==> config.mk <==
export PLATFORM = sky130hd
export DESIGN_NAME = vbi_irq_ctrl
export DESIGN_NICKNAME = d
export VERILOG_FILES = /design/src/rtl/vbi_irq_pkg.sv /design/src/rtl/vbi_irq_core.sv /design/src/rtl/vbi_cap_buffer.sv /design/src/rtl/vbi_grp_change.sv /design/src/rtl/vbi_irq_ctrl.sv
export SDC_FILE = /design/constraint.sdc
export NUM_CORES = 1
export LEC_CHECK = 0
export CORE_ASPECT_RATIO = 1.4
export CORE_UTILIZATION = 51
export CTS_BUF_LIST = sky130_fd_sc_hd__clkbuf_8
export CTS_CLUSTER_DIAMETER = 50
export DETAILED_ROUTE_END_ITERATION = 10
export MAX_ROUTING_LAYER = met4
export PLACE_DENSITY_LB_ADDON = 0.08
export SYNTH_ARGS = -nofsm -noshare
export SYNTH_HDL_FRONTEND = slang
export SYNTH_HIERARCHICAL = 1
export SYNTH_SLANG_ARGS = --single-unit
==> constraint.sdc <==
create_clock -name clk -period 2.4 [get_ports clk]
set_clock_uncertainty 0.2 [all_clocks]
set_input_delay 0.36 -clock clk [delete_from_list [all_inputs] [get_ports clk]]
set_output_delay 0.36 -clock clk [all_outputs]
set_load 0.02 [all_outputs]
==> src/rtl/vbi_irq_pkg.sv <==
package vbi_irq_pkg;
  localparam int NSRC     = 4;
  localparam int SRC_CAP  = 0;
  localparam int SRC_CGMS = 1;
  localparam int SRC_GRP  = 2;
  localparam int SRC_VITC = 3;

  localparam int RA_MASK  = 0;
  localparam int RA_STAT  = 1;
  localparam int RA_CLR   = 2;
  localparam int RA_CTRL  = 3;
  localparam int RA_CAP   = 4;
  localparam int RA_CAPLO = 5;
  localparam int RA_CAPHI = 6;

  // source i lives at byte bit 2*i
  function automatic logic [7:0] spread(input logic [NSRC-1:0] s);
    logic [7:0] b;
    b = '0;
    for (int i = 0; i < NSRC; i++) b[2*i] = s[i];
    return b;
  endfunction

  function automatic logic [NSRC-1:0] gather(input logic [7:0] b);
    logic [NSRC-1:0] s;
    for (int i = 0; i < NSRC; i++) s[i] = b[2*i];
    return s;
  endfunction
endpackage

==> src/rtl/vbi_irq_core.sv <==
module vbi_irq_core #(
  parameter int NSRC = 4
) (
  input  logic            clk,
  input  logic            rst,
  input  logic [NSRC-1:0] evt,
  input  logic            mask_we,
  input  logic [NSRC-1:0] mask_wr,
  input  logic            clr_we,
  input  logic [NSRC-1:0] clr_bits,
  output logic [NSRC-1:0] mask_q,
  output logic [NSRC-1:0] status_q,
  output logic            irq
);
  logic [NSRC-1:0] mask_d, status_d, mask_rise, clr_hit;

  assign mask_d = mask_we ? mask_wr : mask_q;

  for (genvar i = 0; i < NSRC; i++) begin : g_src
    assign mask_rise[i] = mask_we & mask_wr[i] & ~mask_q[i];
    assign clr_hit[i]   = clr_we & clr_bits[i];
    // event has priority over clear and over unmask
    assign status_d[i]  = evt[i] | (status_q[i] & ~clr_hit[i] & ~mask_rise[i]);

    a_r4_event_wins: assert property (@(posedge clk) disable iff (rst)
      evt[i] |=> status_q[i]);
    a_r3_clear_works: assert property (@(posedge clk) disable iff (rst)
      clr_hit[i] && !evt[i] |=> !status_q[i]);
    a_r3_sticky: assert property (@(posedge clk) disable iff (rst)
      status_q[i] && !clr_hit[i] && !mask_rise[i] |=> status_q[i]);
    a_r5_unmask_clears: assert property (@(posedge clk) disable iff (rst)
      mask_rise[i] && !evt[i] |=> !status_q[i]);
  end

  always_ff @(posedge clk) begin
    if (rst) begin
      mask_q   <= '0;
      status_q <= '0;
      irq      <= 1'b0;
    end else begin
      mask_q   <= mask_d;
      status_q <= status_d;
      irq      <= |(status_d & mask_d);
    end
  end

  a_r6_irq_has_source: assert property (@(posedge clk) disable iff (rst)
    irq |-> |(status_q & mask_q));
endmodule

==> src/rtl/vbi_cap_buffer.sv <==
module vbi_cap_buffer #(
  parameter int CC_W = 16
) (
  input  logic            clk,
  input  logic            rst,
  input  logic            cc_valid,
  input  logic [CC_W-1:0] cc_data,
  input  logic            ack,
  output logic            avail_q,
  output logic [CC_W-1:0] data_q,
  output logic            evt
);
  logic take;

  assign take = cc_valid & ~avail_q;
  assign evt  = take;

  always_ff @(posedge clk) begin
    if (rst) begin
      avail_q <= 1'b0;
      data_q  <= '0;
    end else if (take) begin
      avail_q <= 1'b1;
      data_q  <= cc_data;
    end else if (ack) begin
      avail_q <= 1'b0;
    end
  end

  a_r8_hold: assert property (@(posedge clk) disable iff (rst)
    avail_q && !ack |=> avail_q && $stable(data_q));
  a_r7_capture: assert property (@(posedge clk) disable iff (rst)
    cc_valid && !avail_q |=> avail_q && data_q == $past(cc_data));
endmodule

==> src/rtl/vbi_grp_change.sv <==
module vbi_grp_change #(
  parameter int GRP_W = 16
) (
  input  logic             clk,
  input  logic             rst,
  input  logic             grp_valid,
  input  logic [GRP_W-1:0] grp_data,
  input  logic             change_only,
  output logic             evt
);
  logic [GRP_W-1:0] last_q;
  logic             seen_q;
  logic             differs;

  assign differs = ~seen_q | (grp_data != last_q);
  assign evt     = grp_valid & (~change_only | differs);

  always_ff @(posedge clk) begin
    if (rst) begin
      last_q <= '0;
      seen_q <= 1'b0;
    end else if (grp_valid) begin
      last_q <= grp_data;
      seen_q <= 1'b1;
    end
  end

  a_r10_repeat_quiet: assert property (@(posedge clk) disable iff (rst)
    grp_valid && change_only && seen_q && grp_data == last_q |-> !evt);
  a_r10_first_counts: assert property (@(posedge clk) disable iff (rst)
    grp_valid && !seen_q |-> evt);
endmodule

==> src/rtl/vbi_irq_ctrl.sv <==
module vbi_irq_ctrl
  import vbi_irq_pkg::*;
#(
  parameter int ADDR_W = 3,
  parameter int CC_W   = 16,
  parameter int GRP_W  = 16
) (
  input  logic              clk,
  input  logic              rst,
  input  logic              reg_we,
  input  logic [ADDR_W-1:0] reg_addr,
  input  logic [7:0]        reg_wdata,
  input  logic [ADDR_W-1:0] reg_raddr,
  output logic [7:0]        reg_rdata,
  input  logic              cc_valid,
  input  logic [CC_W-1:0]   cc_data,
  input  logic              cgms_evt,
  input  logic              grp_valid,
  input  logic [GRP_W-1:0]  grp_data,
  input  logic              vitc_evt,
  output logic              irq
);
  localparam logic [ADDR_W-1:0] A_MASK  = ADDR_W'(RA_MASK);
  localparam logic [ADDR_W-1:0] A_STAT  = ADDR_W'(RA_STAT);
  localparam logic [ADDR_W-1:0] A_CLR   = ADDR_W'(RA_CLR);
  localparam logic [ADDR_W-1:0] A_CTRL  = ADDR_W'(RA_CTRL);
  localparam logic [ADDR_W-1:0] A_CAP   = ADDR_W'(RA_CAP);
  localparam logic [ADDR_W-1:0] A_CAPLO = ADDR_W'(RA_CAPLO);
  localparam logic [ADDR_W-1:0] A_CAPHI = ADDR_W'(RA_CAPHI);

  logic            mode_q;
  logic            cap_ack, cap_avail, cap_evt, grp_evt;
  logic [CC_W-1:0] cap_data;
  logic [15:0]     cap_ext;
  logic [NSRC-1:0] evt, mask_q, status_q;
  logic            mask_we, clr_we;

  assign mask_we = reg_we && reg_addr == A_MASK;
  assign clr_we  = reg_we && reg_addr == A_CLR;
  assign cap_ack = reg_we && reg_addr == A_CAP && reg_wdata[0];

  always_ff @(posedge clk) begin
    if (rst)                              mode_q <= 1'b0;
    else if (reg_we && reg_addr == A_CTRL) mode_q <= reg_wdata[0];
  end

  vbi_cap_buffer #(.CC_W(CC_W)) u_cap (
    .clk(clk), .rst(rst), .cc_valid(cc_valid), .cc_data(cc_data),
    .ack(cap_ack), .avail_q(cap_avail), .data_q(cap_data), .evt(cap_evt)
  );

  vbi_grp_change #(.GRP_W(GRP_W)) u_grp (
    .clk(clk), .rst(rst), .grp_valid(grp_valid), .grp_data(grp_data),
    .change_only(mode_q), .evt(grp_evt)
  );

  always_comb begin
    evt           = '0;
    evt[SRC_CAP]  = cap_evt;
    evt[SRC_CGMS] = cgms_evt;
    evt[SRC_GRP]  = grp_evt;
    evt[SRC_VITC] = vitc_evt;
  end

  vbi_irq_core #(.NSRC(NSRC)) u_core (
    .clk(clk), .rst(rst), .evt(evt),
    .mask_we(mask_we), .mask_wr(gather(reg_wdata)),
    .clr_we(clr_we), .clr_bits(gather(reg_wdata)),
    .mask_q(mask_q), .status_q(status_q), .irq(irq)
  );

  assign cap_ext = 16'(cap_data);

  always_ff @(posedge clk) begin
    if (rst) reg_rdata <= '0;
    else begin
      unique case (reg_raddr)
        A_MASK:  reg_rdata <= spread(mask_q);
        A_STAT:  reg_rdata <= spread(status_q);
        A_CTRL:  reg_rdata <= {7'b0, mode_q};
        A_CAP:   reg_rdata <= {7'b0, cap_avail};
        A_CAPLO: reg_rdata <= cap_ext[7:0];
        A_CAPHI: reg_rdata <= cap_ext[15:8];
        default: reg_rdata <= '0;
      endcase
    end
  end

  a_r9_clear_keeps_buffer: assert property (@(posedge clk) disable iff (rst)
    clr_we && !cap_ack && cap_avail |=> cap_avail);
endmodule

Word-level counts from Yosys, hierarchy flattened
Cells that the tools add are included.
Word-level totals
  register bits after elaboration: 52
  input bits: 53
  output and inout bits: 9
  word-level logic and storage cells: 75
Operators by class
  equal/unequal tests: 9
  mux-type cells: 4
  bitwise logic cells: 44
  reductions and logical operators: 9
Operator list (count)
  case mux 8 bit (6 select lines): 1
  AND 1 bit: 22
  inequality test 16 bit: 1
  inverter 1 bit: 15
  == test 3 bit (second input constant): 4
  == test 3 x 2 -> 1 bit (second input constant): 3
  logical NOT 3 bit: 2
  OR 1 bit: 6
  logical AND 1 bit: 5
  AND 4 bit: 1
  two-way mux 4 bit: 1
  OR reduction 4 bit: 1
  == test 3 x 1 -> 1 bit (second input constant): 1
  two-way mux 1 bit: 2
  nonzero test 2 bit: 1

Longest topological paths before layout
Gate-level depths: netlist of the first run.
  depth after elaboration: 9
  mapped depth: 7
  gate-level depth less buffers: 7

Cells and area by module
The synthesis of the first run kept the hierarchy.
Modules (own cells, without submodules)
  vbi_cap_buffer: instances 1, cells an instance 74, area each 803.3 um^2, seq. area each 340.3 um^2
  vbi_grp_change: instances 1, cells an instance 78, area each 770.7 um^2, seq. area each 340.3 um^2
  vbi_irq_ctrl: instances 1, cells an instance 61, area each 551.8 um^2, seq. area each 180.2 um^2
  vbi_irq_core: instances 1, cells an instance 43, area each 411.6 um^2, seq. area each 180.2 um^2

Worst setup path before layout of the first run
No wires, ideal clock.
  kind: input to register
  start: input grp_data[7]
  end: register u_core.irq
  data arrival time: 1443 ps
  required time: 2077 ps
  setup slack: 634 ps
  stages on the path: 7
  cells stage by stage: xor2_1 > nor4_1 > nand3_1 > o31a_1 > a31oi_1 > o32a_1 > o211ai_2
On the way
  word-level cells in the longest chain between the ends: 7
RTL lines
  start, declared: RTL line vbi_irq_ctrl.sv:19  | input logic [GRP_W-1:0] grp_data,
  inequality test 16 bit: RTL line vbi_grp_change.sv:15  | assign differs = ~seen_q | (grp_data != last_q);
  OR 1 bit: RTL line vbi_grp_change.sv:15
  OR 1 bit: RTL line vbi_grp_change.sv:16  | assign evt = grp_valid & (~change_only | differs);
  AND 1 bit: RTL line vbi_grp_change.sv:16
  named net grp_evt: RTL line vbi_irq_ctrl.sv:32  | logic cap_ack, cap_avail, cap_evt, grp_evt;
  OR 1 bit: RTL line vbi_irq_core.sv:23  | assign status_d[i] = evt[i] | (status_q[i] & ~clr_hit[i] & ~mask_rise[i]);
  AND 4 bit: RTL line vbi_irq_core.sv:43  | irq <= |(status_d & mask_d);
  OR reduction 4 bit: RTL line vbi_irq_core.sv:43
  end signal, assigned: RTL line vbi_irq_core.sv:43
  end, declared: RTL line vbi_irq_core.sv:13  | output logic irq
The timed path passes the listed nets, and every way through them passes these cells.
A chain may end at the register's enable or synchronous reset.

Final worst setup path of the first run
Same ends and word-level chain as after synthesis.

==> results of run 1 <==
registers in the layout (all words and copies together), names as in the netlist:
register         cells
u_grp/seen_q         1
u_cap/avail_q        1
u_core/status_q      4
u_core/irq           1
reg_rdata            8
u_grp/last_q        16
mode_q               1
u_cap/data_q        16
u_core/mask_q        4
final cells by class:
type | count | area (sq um)
clock buffer | 6 | 82.58
timing repair buffer | 65 | 638.1
fill | 432 | 1587
clock inverter | 2 | 10.01
multi-input combinational | 187 | 1363
tap | 64 | 80.08
sequential | 52 | 1041
inverter | 1 | 3.754
stage by stage:
| stage | cell area [sq um] | utilization |
|---|---|---|
| 6_report | 3218 | 0.6698 |
| 5_1_grt | 3218 | 0.6698 |
| 4_1_cts | 3218 | 0.6698 |
| 3_5_place_dp | 3126 | 0.6505 |
| 3_3_place_gp | 3126 | 0.6505 |
| 2_1_floorplan | 2537 | - |
tightest hold or removal path: stages (launching register included):
cell	delay (ps)
dfxtp_1	340
nor2_1	50
nor2_1	70
routing by layer:
metal	global-route usage	vias to the layer above
met5	-	-
met4	0.05455	0
met3	0.03963	5
met2	0.3392	43
met1	0.2665	906
li1	-	1010
worst paths after layout:
check | endpoint | slack [ps]
worst min register to register | u_grp/seen_q$_SDFFE_PP0P_ | 280
worst min-delay path | u_grp/seen_q$_SDFFE_PP0P_ | 280
worst max-delay path | u_core/irq$_SDFF_PP0_ | 290
worst max register to register | u_core/irq$_SDFF_PP0_ | 460
logic make-up (layout without fill, tap and decap cells):
family,Yosys count,in the layout,synth area share
buffers and inverters,17,74,0.05276
flip-flops,52,52,0.4103
multiplexers,25,25,0.1001
AND/OR/NAND/NOR,103,103,0.2628
XOR/XNOR,17,17,0.05868
AO/OA/AOI/OAI,42,42,0.1154
synth_stat cells (2+ instances only):
cell and n:
a21oi_1 6, a22oi_1 4, a31oi_1 6, and3b_2 6
buf_12 2, buf_2 3, buf_4 3, buf_6 3
clkbuf_1 5, dfxtp_1 52, mux2_2 3, mux2i_1 22
nand2_1 7, nand2b_1 18, nand3_1 3, nand3b_1 4
nand4bb_1 16, nor2_1 32, nor2_2 2, nor3_1 3
nor4_1 2, o21ai_0 10, o21ai_2 9, or2b_1 2
xnor2_1 6, xor2_1 11
power breakdown:
part           total, mW  internal, mW  switching (mW)
Combinational      0.294         0.169           0.126
Clock              0.508         0.231           0.277
Sequential         0.932         0.908          0.0240
==> results.cfg, run 1 <==
[run_status]
outcome = finished, final reports clean

[clock_tree]
clock_sinks = 52
cts.path.max_buffers = 2
root_buffer = clkbuf_8
clkSlewWorstSetupHoldPaths_ps = 90
htreeDepth = 2
postCtsHoldBufs = 0
clk_latency_ps = 300
cts.repair.resized = 0
cts_made_buffers = 5
post_cts_buffers = 0
cts_tree = done

[worst_hold_path]
hold_path.startpoint = u_grp/seen_q$_SDFFE_PP0P_
hold_path_depth = 2
hp-class = flip-flop to flip-flop

[synthesis]
synth_enable_flop_cells = 0
syn_avg_cell_area_sq_um = 9.912
synth_nets = 309
syn-instance-count = 256
yosysUniqueCellTypes = 42
ys_seq_elements = 52
ys_seq_area_frac = 0.4103
async_flop_share = 0
synth.cell_area_sq_um = 2537
yosys_warnings = 6
synthFlopType = dfxtp_1
netlist_top_cells_area = dfxtp_1, mux2i_1, nand4bb_1, nor2_1, nand2b_1
synth_area_leader_cell = dfxtp_1
synth_top_area_share = 0.4103

[critical_path]
slowest_stage = clkdlybuf4s50_1
critPathMaxFanout = 2
worstSetupStartpoint = grp_data[7]
critical_path_required_ps = 2390
crit_chain = clkdlybuf4s50_1 > xor2_1 > nor4_1 > nand3_1 > o31a_1 > a31oi_1 > o32a_1 > o211ai_2
endpoint_kind = flip-flop
crit_type = input port to flip-flop
worst-path-stages = 8
r2r-start = u_grp/last_q[7]$_SDFFE_PP0P_
reg2regPathDepth = 7
start_kind = input port
critical-path-max-stage-delay_ps = 430
path_buf_inv = 1
crit_family = compound AO/OA/AOI/OAI gates
arrival_ps = 2100

[timing]
setup_viol_count_final = 0
period_share = 0.8776
slew_headroom = 0.6375
worst_hold_slack_ps = 276.3
min_period_ps = 2106
finalHoldViolations = 0
drv_slew = 0
clock.fmax_mhz = 474.8
finalWorstSetupSlack_ps = 293.7
worstMarginPinSlew_ps = 542.0
rsz0062_at_grt = no
final.setup.tns_ps = 0

[die]
core-area_sq_um = 4805
start_util = 0.5281
pin_count = 62
num_rows = 30
die_h_microns = 85.46
dieWidth_microns = 61.62
dieArea_sq_um = 5266

[placed_design]
place_ws_ps = -48.40
gp_congestion = 0.7665
port_buffers = 57
dpl.hpwl_mm = 3.545
dp.cells = 369

[global_route]
antenna_found_initial = 0
grt_overflow = 0
grt_use_total = 0.2108
grt_pass1_wl_mm = 8.280
grt_max_degree = 29
grt_pass1_vias = 1837

[power]
power.density_nw_per_um2 = 538.8
peakVddDrop_mv = 0.4045
p_leak_nw = 1.237
power_mw = 1.734

[final_layout]
layout_common_cells = clkdlybuf4s50_1, dfxtp_1, nor2_1
final_common_cell = clkdlybuf4s50_1
layout-drive-gt1-share = 0.1342
final_nets = 365
antenna_cells = 0
syn2layout_area_growth_pct = 26.82
final_cells = 377

[drt]
drtPass1Iterations = 4
drtIter0Drc = 81
met1_length_mm = 2.214
route.detailed.drc = 0
routed.top_layer = met4
wire_per_inst_microns = 13.02
vias = 1964
routed_wl_mm = 4.909
ant_nets = 0
wl_met2_mm = 2.435
viasPerCell = 5.210
wl_met3_microns = 207

[run]
max_cap_violations = 0
Note: power is estimated with default switching activity, not from simulation.
==> run 2, diff against run 1 <==
--- a/config.mk
+++ b/config.mk
@@ -10,6 +10,7 @@
 export CTS_BUF_LIST = sky130_fd_sc_hd__clkbuf_8
 export CTS_CLUSTER_DIAMETER = 50
 export DETAILED_ROUTE_END_ITERATION = 10
+export GPL_TIMING_DRIVEN = 0
 export MAX_ROUTING_LAYER = met4
 export PLACE_DENSITY_LB_ADDON = 0.08
 export SYNTH_ARGS = -nofsm -noshare
==> run 2 against run 1 <==
Sequential share of layout area down 0.31 points. Core utilization is 0.65 points higher. Cell count rose by 1.3%. First-iteration DRC count decreased by 7.4%. Final area grew 0.97%. Clock power decreased by 1%. Critical path type unchanged.
==> results.cfg, run 2 (synthesis gave the netlist of run 1 again) <==
[run_status]
outcome = finished, final reports clean

[critical_path]
start_kind = input port
endpoint_kind = flip-flop
r2r_slack_ps = 480
worstReg2RegEnd = u_core/irq$_SDFF_PP0_
cp-endpoint = u_core/irq$_SDFF_PP0_
crit_type = input port to flip-flop
reg2regPathDepth = 7
critPathMaxFanout = 4
worstSetupStartpoint = reg_addr[0]
arrival_ps = 2090
critical_path_required_ps = 2390
r2r-start = u_grp/last_q[7]$_SDFFE_PP0P_

[final_layout]
final_nets = 370
layout-drive-gt1-share = 0.1384
syn2layout_area_growth_pct = 28.06
top_regs = u_cap/data_q x16, u_grp/last_q x16, reg_rdata x8
layout_common_cells = clkdlybuf4s50_1, dfxtp_1, nor2_1
antenna_cells = 0
final_common_cell = clkdlybuf4s50_1

[timing]
drv_slew = 0
final.setup.tns_ps = 0
clock.fmax_mhz = 477.6
rsz0062_at_grt = no
worstMarginPinSlew_ps = 602.9
slew_headroom = 0.5972
period_share = 0.8724
min_period_ps = 2094
setup_viol_count_final = 0
finalHoldViolations = 0
worst_hold_slack_ps = 184.4

[die]
pin_count = 62
dieWidth_microns = 61.62
core-area_sq_um = 4805
dieArea_sq_um = 5266
die_h_microns = 85.46
start_util = 0.5281
num_rows = 30

[global_route]
grt_max_degree = 18
grt_pass1_vias = 1905
antenna_found_initial = 0
grt_use_total = 0.2184
grt_overflow = 0
grt_pass1_wl_mm = 8.431

[drt]
drtPass1Iterations = 4
drtIter0Drc = 75
ant_nets = 0
vias = 1997
routed_wl_mm = 5.101
route.detailed.drc = 0
viasPerCell = 5.228
wire_per_inst_microns = 13.35

[run]
max_cap_violations = 0

[power]
power.density_nw_per_um2 = 534.7
power_mw = 1.737
p_leak_nw = 1.247
peakVddDrop_mv = 0.3434

[placed_design]
gp_congestion = 0.7407
port_buffers = 54
dpl.hpwl_mm = 3.898

[clock_tree]
postCtsHoldBufs = 0
clkSlewWorstSetupHoldPaths_ps = 90
cts_tree = done
root_buffer = clkbuf_8
clk_latency_ps = 300
cts.path.max_buffers = 2
htreeDepth = 2
cts_made_buffers = 5
cts.repair.resized = 0
post_cts_buffers = 0
clock_sinks = 52

[worst_hold_path]
hp-class = input port to flip-flop
==> run 2: metal layers <==
metal  routed length, microns  share of wire  GRT usage
met1                     2185           0.43     0.2488
met5                        0              0          -
met3                      182          0.036    0.03811
met4                       63          0.012    0.06869
met2                     2670           0.52     0.3754
==> run 2: worst min path at each step <==
| stage | slack [ps] | endpoint | start | cells after the start |
|---|---|---|---|---|
| after floorplan | 230 | mode_q$_SDFFE_PP0P_ | rst | 1 |
| after global placement | 250 | u_grp/seen_q$_SDFFE_PP0P_ | u_grp/seen_q$_SDFFE_PP0P_ | 2 |
| after detailed placement | 260 | u_grp/seen_q$_SDFFE_PP0P_ | u_grp/seen_q$_SDFFE_PP0P_ | 2 |
| after CTS | 180 | reg_rdata[6]$_SDFF_PP0_ | reg_raddr[2] | 3 |
| after global routing | 180 | reg_rdata[6]$_SDFF_PP0_ | reg_raddr[2] | 3 |
| final | 180 | reg_rdata[6]$_SDFF_PP0_ | reg_raddr[2] | 3 |
==> run 2: cell type report <==
type	instances	area, sq um
inverters	1	3.754
clock buffers	5	68.82
multi-input cells	187	1363
clock inverters	3	22.52
fillers	428	1555
plain buffers	16	130.1
repair buffers	54	540.5
flip-flops and latches	52	1041
well taps	64	80.08
==> run 2: through the flow <==
| step | util | cell area, sq um | cells | setup slack (ps) |
|---|---|---|---|---|
| after floorplan | - | 2537 | 256 | 634.2 |
| after global placement | 0.6573 | 3158 | 374 | -83.98 |
| after detailed placement | 0.6573 | 3158 | 374 | -43.94 |
| after CTS | 0.6763 | 3249 | 382 | 276.0 |
| after global routing | 0.6763 | 3249 | 382 | 154.9 |
| final | 0.6763 | 3249 | 382 | 306.3 |
==> run 2: report_power, final <==
part,leakage [nW],switching (mW),total (mW),internal [mW]
logic,0.772,0.127,0.301,0.174
registers,0.427,0.0269,0.935,0.908
clock network,0.0485,0.292,0.502,0.209
total,1.25,0.446,1.74,1.29
==> run 2: critical path, stage by stage <==
cell and delay (ps):
clkdlybuf4s50_1 420, nand2b_1 180, nor3b_1 520, nand2_1 150, a31oi_1 200, o32a_1 180
o211ai_2 70
